### src/rtl/tmr16_pkg.sv
package tmr16_pkg;

   typedef enum logic [2:0] {
      MD_STOP     = 3'b000,
      MD_PWM      = 3'b001,
      MD_FREE_M   = 3'b010,
      MD_FREE_ME  = 3'b011,
      MD_EXTCLR_M = 3'b100,
      MD_EXTCLR_ME= 3'b101,
      MD_CMPCLR_M = 3'b110,
      MD_CMPCLR_ME= 3'b111
   } tmr_mode_e;

   // decoded control lines, one per behaviour the mode selects
   typedef struct packed {
      logic run;
      logic pwm;
      logic clr_on_ext;
      logic clr_on_cmp;
      logic tog_en;
      logic tog_on_ext;
   } tmr_ctl_t;

   function automatic tmr_ctl_t decode_mode(input tmr_mode_e m);
      tmr_ctl_t c;
      c.run        = (m != MD_STOP);
      c.pwm        = (m == MD_PWM);
      c.clr_on_ext = (m == MD_EXTCLR_M) || (m == MD_EXTCLR_ME);
      c.clr_on_cmp = (m == MD_CMPCLR_M) || (m == MD_CMPCLR_ME);
      c.tog_en     = m[2] | m[1];
      c.tog_on_ext = c.tog_en & m[0];
      return c;
   endfunction

endpackage

### src/rtl/tmr16_mode_reg.sv
module tmr16_mode_reg
   import tmr16_pkg::*;
(
   input  logic      clk,
   input  logic      rst_n,
   input  logic      wr,
   input  logic [2:0] wdata,
   output tmr_mode_e mode_q,
   output tmr_ctl_t  ctl
);

   logic accept;

   // change only from stop, or toward stop
   assign accept = wr && ((mode_q == MD_STOP) || (wdata == 3'b000));

   always_ff @(posedge clk) begin
      if (!rst_n)
         mode_q <= MD_STOP;
      else if (accept)
         mode_q <= tmr_mode_e'(wdata);
   end

   assign ctl = decode_mode(mode_q);

endmodule

### src/rtl/tmr16_counter.sv
module tmr16_counter
   import tmr16_pkg::*;
#(
   parameter int CNT_W = 16
) (
   input  logic             clk,
   input  logic             rst_n,
   input  tmr_ctl_t         ctl,
   input  logic [CNT_W-1:0] cmp,
   input  logic             ext_evt,
   input  logic             ovf_clr,
   output logic [CNT_W-1:0] count_q,
   output logic             hit,
   output logic             ovf_q
);

   localparam logic [CNT_W-1:0] CNT_MAX = {CNT_W{1'b1}};

   logic clr;
   logic at_max;

   assign hit    = ctl.run && (count_q == cmp);
   assign clr    = (ctl.clr_on_ext && ext_evt) || (ctl.clr_on_cmp && hit);
   assign at_max = ctl.run && (count_q == CNT_MAX);

   always_ff @(posedge clk) begin
      if (!rst_n)
         count_q <= '0;
      else if (!ctl.run || clr)
         count_q <= '0;
      else
         count_q <= count_q + 1'b1;
   end

   // next value from all ones is zero whichever path is taken
   always_ff @(posedge clk) begin
      if (!rst_n)
         ovf_q <= 1'b0;
      else if (at_max)
         ovf_q <= 1'b1;
      else if (ovf_clr)
         ovf_q <= 1'b0;
   end

endmodule

### src/rtl/tmr16_outgen.sv
module tmr16_outgen
   import tmr16_pkg::*;
#(
   parameter int CNT_W  = 16,
   parameter bit PWM_EN = 1'b1
) (
   input  logic             clk,
   input  logic             rst_n,
   input  tmr_ctl_t         ctl,
   input  logic [CNT_W-1:0] count,
   input  logic [CNT_W-1:0] cmp,
   input  logic             hit,
   input  logic             ext_evt,
   output logic             out
);

   logic tog_q;
   logic tog_evt;

   assign tog_evt = ctl.tog_en && (hit || (ctl.tog_on_ext && ext_evt));

   always_ff @(posedge clk) begin
      if (!rst_n)
         tog_q <= 1'b0;
      else if (tog_evt)
         tog_q <= ~tog_q;
   end

   generate
      if (PWM_EN) begin : g_pwm
         logic pwm_lvl;
         assign pwm_lvl = (count < cmp);
         assign out     = ctl.pwm ? pwm_lvl : tog_q;
      end else begin : g_nopwm
         assign out = tog_q;
      end
   endgenerate

endmodule

### src/rtl/evt_timer16.sv
module evt_timer16
   import tmr16_pkg::*;
#(
   parameter int CNT_W  = 16,
   parameter bit PWM_EN = 1'b1
) (
   input  logic             clk,
   input  logic             rst_n,
   input  logic             mode_wr,
   input  logic [2:0]       mode_wdata,
   input  logic             cmp_wr,
   input  logic [CNT_W-1:0] cmp_wdata,
   input  logic             ovf_clr,
   input  logic             ext_evt,
   output logic [CNT_W-1:0] count_o,
   output logic             match_o,
   output logic             ovf_o,
   output logic             out_o
);

   generate
      if (CNT_W < 2 || CNT_W > 32) begin : g_bad_w
         $error("evt_timer16: CNT_W out of range 2..32");
      end
   endgenerate

   tmr_mode_e        mode_q;
   tmr_ctl_t         ctl;
   logic [CNT_W-1:0] cmp_q;
   logic             hit;

   always_ff @(posedge clk) begin
      if (!rst_n)
         cmp_q <= '0;
      else if (cmp_wr)
         cmp_q <= cmp_wdata;
   end

   tmr16_mode_reg u_mode (
      .clk    (clk),
      .rst_n  (rst_n),
      .wr     (mode_wr),
      .wdata  (mode_wdata),
      .mode_q (mode_q),
      .ctl    (ctl)
   );

   tmr16_counter #(.CNT_W(CNT_W)) u_cnt (
      .clk     (clk),
      .rst_n   (rst_n),
      .ctl     (ctl),
      .cmp     (cmp_q),
      .ext_evt (ext_evt),
      .ovf_clr (ovf_clr),
      .count_q (count_o),
      .hit     (hit),
      .ovf_q   (ovf_o)
   );

   tmr16_outgen #(.CNT_W(CNT_W), .PWM_EN(PWM_EN)) u_out (
      .clk     (clk),
      .rst_n   (rst_n),
      .ctl     (ctl),
      .count   (count_o),
      .cmp     (cmp_q),
      .hit     (hit),
      .ext_evt (ext_evt),
      .out     (out_o)
   );

   assign match_o = hit;

endmodule

### config.mk
export PLATFORM = sky130hd
export DESIGN_NAME = evt_timer16
export DESIGN_NICKNAME = d
export VERILOG_FILES = /design/src/rtl/tmr16_pkg.sv /design/src/rtl/tmr16_mode_reg.sv /design/src/rtl/tmr16_counter.sv /design/src/rtl/tmr16_outgen.sv /design/src/rtl/evt_timer16.sv
export SDC_FILE = /design/constraint.sdc
export NUM_CORES = 1
export LEC_CHECK = 0
export BUFFER_PORTS_ARGS = -buffer_cell sky130_fd_sc_hd__buf_2
export CORE_MARGIN = 2
export CORE_UTILIZATION = 45
export DETAILED_ROUTE_END_ITERATION = 7
export GPL_ROUTABILITY_DRIVEN = 0
export GPL_TIMING_DRIVEN = 0
export PLACE_DENSITY = 0.79
export SLEW_MARGIN = 20
export SYNTH_ARGS = -nofsm -noshare
export SYNTH_HDL_FRONTEND = slang
export SYNTH_SLANG_ARGS = --single-unit
### constraint.sdc
create_clock -name clk -period 2.61 [get_ports clk]
set_clock_uncertainty 0.05 [all_clocks]
set_input_delay 0.522 -clock clk [delete_from_list [all_inputs] [get_ports clk]]
set_output_delay 0.522 -clock clk [all_outputs]
set_load 0.01 [all_outputs]
==> key figures <==
Run status
  • Outcome: finished clean

Yosys
  • Yosys warnings: 0
  • Ys async rst share: 0%
  • Top FF cell, synth: dfxtp_1
  • Netlist Area Pre-Place: 1948 sq um
  • Synth Net Count: 260
  • Ranking of synthesized cells by area: dfxtp_1 38%, ha_1 11%, mux2i_1 8.2%
  • Top cell type's share of synthesized area: 38.02%
  • Synthesized flop and latch total: 37
  • Synth area leader: dfxtp_1
  • Library cells used by synthesis: 35
  • Syn Area/Cell: 8.936 sq um
  • EDFF count, synth: 0
  • Post-Synthesis Cells: 218
  • Register area share after synthesis: 38.02%

Floorplanning
  • Initial Util: 47.67%
  • Placeable Area: 4086 sq um
  • I/O pin cnt: 44
  • Die height: 69.80 microns
  • Die Width: 69.80 microns
  • Num rows: 23
  • Die Area: 4871 sq um

Setup path
  • WP data arrival: 2.00 ns
  • CP Capture Type: output port
  • WS Path Type: reg2out
  • Data required, critical path: 2.04 ns
  • Largest fanout on the critical path: 2
  • R2R depth: 7
  • Setup crit start kind: flip-flop

Hold path
  • Hold path depth: 3
  • Min-Delay Path Class: in2reg

Drt
  • DR WL/cell: 13.36 microns
  • Via count: 1694
  • Routed WL: 4342 microns
  • Residual DRC: 0
  • DRT Pass-1 Iters: 4
  • Starting DRT DRC Count: 108
  • Vias per inst: 5.212
  • Routed Antenna Nets: 0

GRT
  • Total global-route track usage: 18.05%
  • Initial antenna violation count: 0
  • Largest net degree at the start of global routing: 12
  • First-pass GRT wire length: 7038 microns
  • Grt total ovfl: 0
  • Vias in the first global route: 1548

Placement
  • Post-Place Worst Slack: 0.1764 ns
  • IO Port Bufs: 42
  • Hpwl dp: 3057 microns

Layout
  • Ant diodes: 0
  • Fill cell count: 342
  • Register area: 767.0 sq um
  • Area delta synth->final: 28.77%
  • Commonest cells after routing, fill and taps aside: 44 x buf_2, 38 x nor2_1, 20 x inv_1, 20 x dfxtp_1, 16 x mux2i_1
  • Utilization after layout: 61.39%
  • Ratio of cells with drive above 1 in the final layout: 35.64%
  • Area of the multi-input gates: 1189 sq um
  • Nets: 316
  • Commonest non-fill, non-tap cell in the layout: buf_2

STA
  • Fmax: 388.8 MHz
  • RSZ-0062 raised after global routing: true
  • Final period util: 98.55%
  • Worst Tran Pin Value: 0.4964 ns
  • Final worst setup slack: 0.03772 ns
  • Worst slew margin: 66.72%
  • Final Hold Viols: 0
  • Fin crit period: 2.572 ns
  • Setup TNS Final: 0 ns
  • Final Max Tran Viols: 0
  • Setup violators final: 0

CTS
  • Clock buffer depth: 2
  • CTS buffer count: 5
  • CTS tree: built
  • H-tree levels: 2
  • Num Clock Sinks: 37
  • Worst-path clk slew: 0.07 ns
  • Hold buffers post-CTS: 0
  • Clock root buffer: clkbuf_8
  • Clk Latency, worst-skew pair: 0.30 ns

Pwr
  • Pwr/cell area: 513.1 nW/um^2
  • Leakage: 1.047 nW
  • Maximum VDD drop: 0.0003140 V

Job
  • Max-cap viol count: 0
per-stage QoR:
stage,cell area (sq um),std cells,total power (W),hold slack (ns)
3_5_place_dp,2221,310,0.0007626,0.4287
4_1_cts,2427,324,0.001280,0.4115
2_1_floorplan,1948,218,0.0007143,0.4075
5_1_grt,2509,325,0.001338,0.4172
6_report,2509,325,0.001287,0.4147
3_3_place_gp,2221,310,0.0007577,0.4215
critical path, cell delays in order, from the launching register on:
cell	delay [ns]
dfxtp_2	0.34
inv_1	0.06
ha_4	0.26
nand4_1	0.13
or3_4	0.40
a21o_1	0.16
a32o_1	0.21
buf_2	0.14
flip-flops by register name, summed over array words and instances (netlist names):
| signal | flops |
|---|---|
| u_out.tog_q | 1 |
| u_cnt.count_q | 16 |
| u_cnt.ovf_q | 1 |
| u_mode.mode_q | 3 |
| cmp_q | 16 |
cells in the mapped netlist (2+ instances only):
master and count:
or3_1 3, nand4_1 5, a21oi_1 11, nor2b_1 2
or2_2 2, nand3_2 2, o21a_1 2, nand2_1 12
nor2_1 38, nor4_1 4, ha_1 17, xnor2_1 12
mux2i_1 16, buf_2 2, o21ai_0 4, nor3_1 4
inv_1 22, nand3_1 5, dfxtp_1 37, clkbuf_1 2
or3_4 2
worst paths after layout:
| path | from | end | slack, ns |
|---|---|---|---|
| max reg2reg | u_cnt.count_q[0] | u_cnt.count_q[14] | 0.55 |
| max | cmp_q[10] | out_o | 0.04 |
| min | cmp_wdata[12] | cmp_q[12] | 0.41 |
| min reg2reg | cmp_q[5] | cmp_q[5] | 0.44 |
where the power goes:
group          switching, W  total, W  internal, W
Sequential        0.0000179  0.000602     0.000585
Combinational     0.0000893  0.000171    0.0000818
Clock              0.000202  0.000514     0.000311
kinds of logic (layout without fill, tap and decap cells):
group,count (synthesis),count (layout),synth area share [%]
AO/OA/AOI/OAI,25,25,9.185
adder cells (fa/ha/maj),17,17,10.92
AND/OR/NAND/NOR,83,83,22.09
flip-flops,37,37,38.02
buffers and inverters,27,84,5.716
multiplexers,16,16,8.221
XOR/XNOR,13,13,5.845
per-layer routing:
metal	wire length (microns)	vias to the layer above	GRT usage, %
li1	-	855	-
met1	1944	787	22.76
met2	2119	42	29.31
met3	195	10	4.942
met4	82	0	6.838
met5	0	-	0
what timing repair did:
item / in CTS / in global routing
setup endpoints to repair: 1 / 2
gates cloned: 0 / 0
buffers inserted: 6 / 1
pin swaps: 7 / 4
resized for setup: 16 / 13
final cells by class:
| type | instances | share of cell area, % |
|---|---|---|
| Buffer | 5 | 1.147 |
| Clock buffer | 7 | 3.441 |
| Clock inverter | 1 | 1.197 |
| Inverter | 22 | 3.292 |
| Multi-Input combinational cell | 154 | 47.38 |
| Sequential cell | 37 | 30.57 |
| Tap cell | 50 | 2.494 |
| Timing Repair Buffer | 49 | 10.47 |
Power figures use the tool's default switching activity.
